File: src/rtl/rcwt_pkg.sv
package rcwt_pkg;
  typedef enum logic {
    SYNC_ACQ = 1'b0,
    SYNC_REL = 1'b1
  } sync_kind_e;
endpackage

File: src/rtl/rcwt_slot.sv
module rcwt_slot #(
  parameter int TAG_W = 4,
  parameter int CNT_W = 4
) (
  input  logic             clk,
  input  logic             rst_n,
  input  logic             alloc_i,
  input  logic [TAG_W-1:0] tag_i,
  input  logic [CNT_W-1:0] cnt_i,
  input  logic             ack_valid_i,
  input  logic [TAG_W-1:0] ack_tag_i,
  input  logic             mark_i,
  output logic             vld_o,
  output logic             older_o,
  output logic             freeing_o
);
  logic             vld_q, older_q;
  logic [TAG_W-1:0] tag_q;
  logic [CNT_W-1:0] cnt_q;
  logic             hit;

  assign hit       = vld_q & ack_valid_i & (ack_tag_i == tag_q);
  assign freeing_o = hit & (cnt_q == CNT_W'(1));
  assign vld_o     = vld_q;
  assign older_o   = older_q;

  always_ff @(posedge clk or negedge rst_n) begin
    if (!rst_n) begin
      vld_q   <= 1'b0;
      older_q <= 1'b0;
      tag_q   <= '0;
      cnt_q   <= '0;
    end else if (alloc_i) begin
      vld_q   <= 1'b1;
      older_q <= 1'b0;
      tag_q   <= tag_i;
      cnt_q   <= cnt_i;
    end else begin
      if (hit) cnt_q <= cnt_q - CNT_W'(1);
      if (freeing_o) begin
        vld_q   <= 1'b0;
        older_q <= 1'b0;
      end else if (mark_i && vld_q) begin
        older_q <= 1'b1;
      end
    end
  end

  // a held slot always still owes at least one acknowledgement
  assert_live_count_R1: assert property (@(posedge clk) disable iff (!rst_n)
    vld_q |-> (cnt_q != '0));
  // allocation only lands on a free or freeing slot
  assert_alloc_free_slot_R3: assert property (@(posedge clk) disable iff (!rst_n)
    alloc_i |-> (!vld_q || freeing_o));
endmodule

File: src/rtl/rcwt_alloc.sv
module rcwt_alloc #(
  parameter int SLOTS = 4
) (
  input  logic [SLOTS-1:0] avail_i,
  output logic [SLOTS-1:0] grant_o,
  output logic             any_o
);
  always_comb begin
    grant_o = '0;
    for (int i = 0; i < SLOTS; i++) begin
      if (avail_i[i] && (grant_o == '0)) grant_o[i] = 1'b1;
    end
  end
  assign any_o = |avail_i;
endmodule

File: src/rtl/rcwt_sync.sv
module rcwt_sync
  import rcwt_pkg::*;
(
  input  logic clk,
  input  logic rst_n,
  input  logic sync_valid_i,
  input  logic sync_is_rel_i,
  input  logic acq_done_i,
  input  logic older_left_i,
  output logic sync_ready_o,
  output logic rel_fire_o,
  output logic acq_pend_o,
  output logic rel_done_o
);
  logic       acq_q, rel_q, done_q, fire;
  sync_kind_e kind;

  assign kind         = sync_kind_e'(sync_is_rel_i);
  assign sync_ready_o = ~acq_q & ~rel_q;
  assign fire         = sync_valid_i & sync_ready_o;
  assign rel_fire_o   = fire & (kind == SYNC_REL);
  assign acq_pend_o   = acq_q;
  assign rel_done_o   = done_q;

  always_ff @(posedge clk or negedge rst_n) begin
    if (!rst_n) begin
      acq_q  <= 1'b0;
      rel_q  <= 1'b0;
      done_q <= 1'b0;
    end else begin
      done_q <= rel_q & ~older_left_i;
      if (fire && kind == SYNC_ACQ) acq_q <= 1'b1;
      else if (acq_done_i)          acq_q <= 1'b0;
      if (rel_fire_o)                  rel_q <= 1'b1;
      else if (rel_q && !older_left_i) rel_q <= 1'b0;
    end
  end

  // never an acquire and a release in flight together
  assert_one_sync_R9: assert property (@(posedge clk) disable iff (!rst_n)
    !(acq_q && rel_q));
  // completion is a single pulse that follows a pending release
  assert_rel_pulse_R4: assert property (@(posedge clk) disable iff (!rst_n)
    done_q |=> !done_q);
  assert_rel_cause_R4: assert property (@(posedge clk) disable iff (!rst_n)
    $rose(done_q) |-> $past(rel_q));
endmodule

File: src/rtl/rc_write_tracker.sv
module rc_write_tracker #(
  parameter int SLOTS = 4,
  parameter int TAG_W = 4,
  parameter int CNT_W = 4
) (
  input  logic             clk,
  input  logic             rst_n,
  input  logic             wr_valid,
  output logic             wr_ready,
  input  logic [TAG_W-1:0] wr_tag,
  input  logic [CNT_W-1:0] wr_inv_cnt,
  input  logic             ack_valid,
  input  logic [TAG_W-1:0] ack_tag,
  input  logic             rd_req,
  output logic             rd_grant,
  input  logic             sync_valid,
  input  logic             sync_is_rel,
  output logic             sync_ready,
  input  logic             acq_done,
  output logic             rel_done,
  output logic             access_stall,
  output logic             full
);
  logic [SLOTS-1:0] vld, older, freeing, avail, grant, alloc;
  logic any_free, need_slot, wr_fire, acq_pend, rel_fire, older_left;

  assign avail     = ~vld | freeing;
  assign need_slot = (wr_inv_cnt != '0);
  assign wr_ready  = ~acq_pend & (~need_slot | any_free);
  assign wr_fire   = wr_valid & wr_ready;
  assign alloc     = grant & {SLOTS{wr_fire & need_slot}};
  assign older_left = |(older & ~freeing);
  assign rd_grant     = rd_req & ~acq_pend;
  assign access_stall = acq_pend;
  assign full         = &vld;

  rcwt_alloc #(.SLOTS(SLOTS)) u_alloc (
    .avail_i(avail), .grant_o(grant), .any_o(any_free)
  );

  for (genvar g = 0; g < SLOTS; g++) begin : g_slot
    rcwt_slot #(.TAG_W(TAG_W), .CNT_W(CNT_W)) u_slot (
      .clk(clk), .rst_n(rst_n),
      .alloc_i(alloc[g]), .tag_i(wr_tag), .cnt_i(wr_inv_cnt),
      .ack_valid_i(ack_valid), .ack_tag_i(ack_tag),
      .mark_i(rel_fire),
      .vld_o(vld[g]), .older_o(older[g]), .freeing_o(freeing[g])
    );
  end

  rcwt_sync u_sync (
    .clk(clk), .rst_n(rst_n),
    .sync_valid_i(sync_valid), .sync_is_rel_i(sync_is_rel),
    .acq_done_i(acq_done), .older_left_i(older_left),
    .sync_ready_o(sync_ready), .rel_fire_o(rel_fire),
    .acq_pend_o(acq_pend), .rel_done_o(rel_done)
  );

  // a write that needs a slot is only taken when one is available
  assert_no_overflow_R3: assert property (@(posedge clk) disable iff (!rst_n)
    (wr_fire && need_slot) |-> any_free);
  // at most one slot is allocated per cycle
  assert_single_alloc_R1: assert property (@(posedge clk) disable iff (!rst_n)
    $onehot0(alloc));
  // nothing ordinary issues behind a pending acquire
  assert_acq_blocks_R8: assert property (@(posedge clk) disable iff (!rst_n)
    access_stall |-> (!wr_fire && !rd_grant));
  // a zero-count write leaves the set of held slots untouched
  assert_zero_no_slot_R2: assert property (@(posedge clk) disable iff (!rst_n)
    (wr_fire && !need_slot && !ack_valid) |=> (vld == $past(vld)));
endmodule

File: config.mk
export PLATFORM = sky130hd
export DESIGN_NAME = rc_write_tracker
export DESIGN_NICKNAME = d
export VERILOG_FILES = /design/src/rtl/rcwt_pkg.sv /design/src/rtl/rcwt_slot.sv /design/src/rtl/rcwt_alloc.sv /design/src/rtl/rcwt_sync.sv /design/src/rtl/rc_write_tracker.sv
export SDC_FILE = /design/constraint.sdc
export NUM_CORES = 1
export LEC_CHECK = 0
export BUFFER_PORTS_ARGS = -buffer_cell sky130_fd_sc_hd__buf_2
export CORE_MARGIN = 3
export CORE_UTILIZATION = 40
export DETAILED_ROUTE_END_ITERATION = 8
export SETUP_SLACK_MARGIN = 0.05
export SYNTH_ARGS = -nofsm -noshare
export SYNTH_HDL_FRONTEND = slang
export SYNTH_HIERARCHICAL = 1
export SYNTH_SLANG_ARGS = --single-unit
File: constraint.sdc
create_clock -name clk -period 3.8 [get_ports clk]
set_input_delay 0.76 -clock clk [delete_from_list [all_inputs] [get_ports clk]]
set_output_delay 0.76 -clock clk [all_outputs]
set_load 0.005 [all_outputs]
==> metrics.csv <==
stage,metric,value,unit
run_status,status,"complete, no violations",
synth,ys async rst share,100.0,%
die,die height,85.92,um
synth,Synthesized Nets,277,
die,core area,6061,um2
route,Via density,5.533,
clock_network,Worst-Skew Late Latency,290,ps
synth,cells after synthesis,249,
sta,setup TNS,0,ps
sta,hold_ws,509.1,ps
finish,post-route insts no fill,353,
synth,Synth top area share,42.12,%
sta,Max Slew Vio Count,0,
synth,synth warn,6,
clock_network,Post-CTS Hold Buffers,0,
route,DRC Markers,0,
clock_network,clk root buf,clkbuf_8,
synth,Mean Syn Cell Area,10.26,um2
grt,gr usage total,16.64,%
synth,number of synthesized flops with an enable pin,0,
placed_design,Post-DP HPWL,4189,um
clock_network,CTS tree,yes,
finish,n_diodes,0,
power,P per Cell Area,425.1,nW/um2
synth,"flops & latches, synth",43,
synth,post-synthesis mux area share,7.052,%
setup_path,RR Endpoint,g_slot[1].u_slot/tag_q[0]$_DFFE_PN0P_,
setup_path,worst path required time,3040,ps
sta,post-layout min period,3160,ps
clock_network,CTS Buf Count,5,
synth,main combinational cell family by area after synthesis,simple AND/OR/NAND/NOR gates,
synth,Most used DFF post-synth,dfrtp_1,
power,Leak,1.313,nW
route,WL per Instance,15.89,um
synth,Synth Area in Compound Gates,13.47,%
placed_design,number of I/O port buffers,25,
die,I/O pins,26,
sta,final setup vio count,0,
placed_design,placed cells,346,
hold_path,worst min-delay path startpoint,g_slot[0].u_slot/tag_q[0]$_DFFE_PN0P_,
die,die width,85.92,um
die,Initial Utilization,42.16,%
hold_path,WHS Endpoint,g_slot[0].u_slot/tag_q[0]$_DFFE_PN0P_,
route,via count,1953,
synth,post-synthesis adder-cell area fraction,3.918,%
hold_path,Hold WC Path Type,reg2reg,
sta,Fmax achieved,316.4,MHz
clock_network,post_cts resized,0,
sta,final hold violations,0,
synth,count of different cell masters after synthesis,33,
clock_network,Max clock buf depth,2,
sta,worst setup margin,639.8,ps
route,initial drt markers,83,
sta,period utilization,83.16,%
route,DRT Pass-1 Iters,4,
setup_path,Worst R2R Start,g_slot[2].u_slot/tag_q[3]$_DFFE_PN0P_,
synth,sequential area share after synthesis,42.12,%
power,Tot Pwr,1.207,mW
grt,first-pass GRT wire length,9770,um
clock_network,Sink Count,43,
grt,vias in the first global route,1910,
synth,leading post-synthesis cells by cell area,"dfrtp_1 (42%), mux2_1 (7.1%), nand2b_1 (6.6%), o31a_1 (4.1%), xnor2_1 (4.1%)",
sta,worst slew pin tran,984.7,ps
synth,area of the mapped netlist,2555,um2
setup_path,crit path max fanout,8,
setup_path,R2R cell count,9,
placed_design,DP Worst Slack,551.5,ps
finish,Nets,306,
clock_network,post-CTS setup buffers,0,
finish,share of layout cells above drive strength 1,15.47,%
placed_design,Final GP Congestion,0.8271,
grt,initial antenna violation count,0,
setup_path,critical path endpoint category,output port,
synth,xor/xnor share of the synthesized area,4.114,%
setup_path,R2R Setup Slk,1050,ps
die,Die ar.,7382,um2
route,Routed Antenna Nets,0,
die,# rows,28,
power,Worst VDD drop,0.0001871,V
setup_path,Crit Path Category,in2out,
finish,Area growth syn-to-layout,11.12,%
sta,clock tree skew after final layout,8.572,ps
hold_path,Hold Crit Depth,1,
sta,RSZ-0062 raised after global routing,false,
synth,post-synthesis simple-gate area fraction,22.87,%
sta,Slew HR,34.35,%
clock_network,clock transition at the registers of the reported paths,80,ps
clock_network,CTS H-tree lvls,2,
setup_path,CP Launch Type,input port,
grt,largest net degree at the start of global routing,44,
job,# Max-Cap Violations,0,
setup_path,WP data arrival,2400,ps
route,DRT Wirelength,5610,um
grt,Congestion Overflow GR,0,
synth,leading area contributor after synthesis,dfrtp_1,
-- flip-flops by register name, indices dropped and copies added (netlist names) --
| signal | cells |
|---|---|
| g_slot.u_slot/older_o | 4 |
| g_slot.u_slot/vld_o | 4 |
| g_slot.u_slot/tag_q | 16 |
| u_sync/rel_done_o | 1 |
| u_sync/acq_pend_o | 1 |
| u_sync/rel_q | 1 |
| g_slot.u_slot/cnt_q | 16 |
-- how the worst max path moves through the flow --
stage | slack (ps) | startpoint | end | depth (start not counted)
finish | 640 | ack_tag[2] | wr_ready | 8
global route | 540 | ack_tag[2] | wr_ready | 8
CTS | 630 | ack_tag[3] | wr_ready | 8
detailed placement | 550 | ack_tag[1] | g_slot[3].u_slot/tag_q[1]$_DFFE_PN0P_ | 10
global placement | 610 | ack_tag[1] | g_slot[2].u_slot/tag_q[1]$_DFFE_PN0P_ | 10
floorplan | 860 | ack_tag[3] | g_slot[0].u_slot/tag_q[0]$_DFFE_PN0P_ | 9
-- layout by cell type (no fill, tap or decap), drive strengths merged, types with 3 or more instances in the layout --
master	instances
dfrtp	43
inv	26
mux2	16
a21oi	12
and3	5
a31oi	8
xnor2	12
nor2b	3
o22a	4
o31a	12
o21bai	4
nand2b	27
nand3	8
nor3	16
and4	13
ha	8
o31ai	4
clkbuf	6
nor3b	5
buf	31
nand4	4
-- area by class of cell --
class | instances | area [um2]
clock buffer | 6 | 82.58
timing repair buffer | 31 | 170.2
fill | 583 | 3222
clock inverter | 1 | 5.005
inverter | 26 | 97.59
multi-input combinational | 171 | 1314
sequential | 43 | 1076
tap | 75 | 93.84
-- power breakdown --
part           switching (mW)  total [mW]  internal [mW]
clock                   0.151       0.294          0.143
sequential             0.0566       0.596          0.540
combinational           0.173       0.317          0.143
-- per-stage QoR --
| stage | utilization [%] | cell area (um2) |
|---|---|---|
| detailed placement | 45.40 | 2751 |
| floorplan | - | 2555 |
| CTS | 46.84 | 2839 |
| global route | 46.84 | 2839 |
| global placement | 45.40 | 2751 |
| finish | 46.84 | 2839 |
-- cells in the mapped netlist, types with 3 or more instances --
library cell and instances:
and3_1 5, buf_1 4, inv_1 26, nand4_1 4, xnor2_1 12, ha_1 8, nor3_1 16, nand2b_1 27
o22a_1 4, dfrtp_1 43, a31oi_1 8, a21oi_1 12, o31a_1 12, and4_4 4, and4_1 9, o21bai_1 4
mux2_1 16, buf_6 4, nor3b_1 5, nor2b_1 3, nand3_1 8, o31ai_1 4
-- cell families (layout without fill, tap and decap cells) --
family	after synthesis	in the layout
adder cells (fa/ha/maj)	8	8
AND/OR/NAND/NOR	87	87
multiplexers	16	16
buffers and inverters	35	64
XOR/XNOR	12	12
AO/OA/AOI/OAI	48	48
flip-flops	43	43
-- critical path: stages --
cell and delay [ps]:
buf_2 150, nand2b_1 170, nand3_1 140, nor3_1 120, nand2b_1 180, or4_1 550, o21ba_1 200, buf_2 120
-- layer usage --
metal,global-route usage [%],routed length [um],up-vias
met5,0,0,-
met1,25.03,2955,944
li1,-,-,960
met2,24.67,2383,47
met3,3.362,251,2
met4,3.453,20,0
Power figures use the tool's default switching activity.
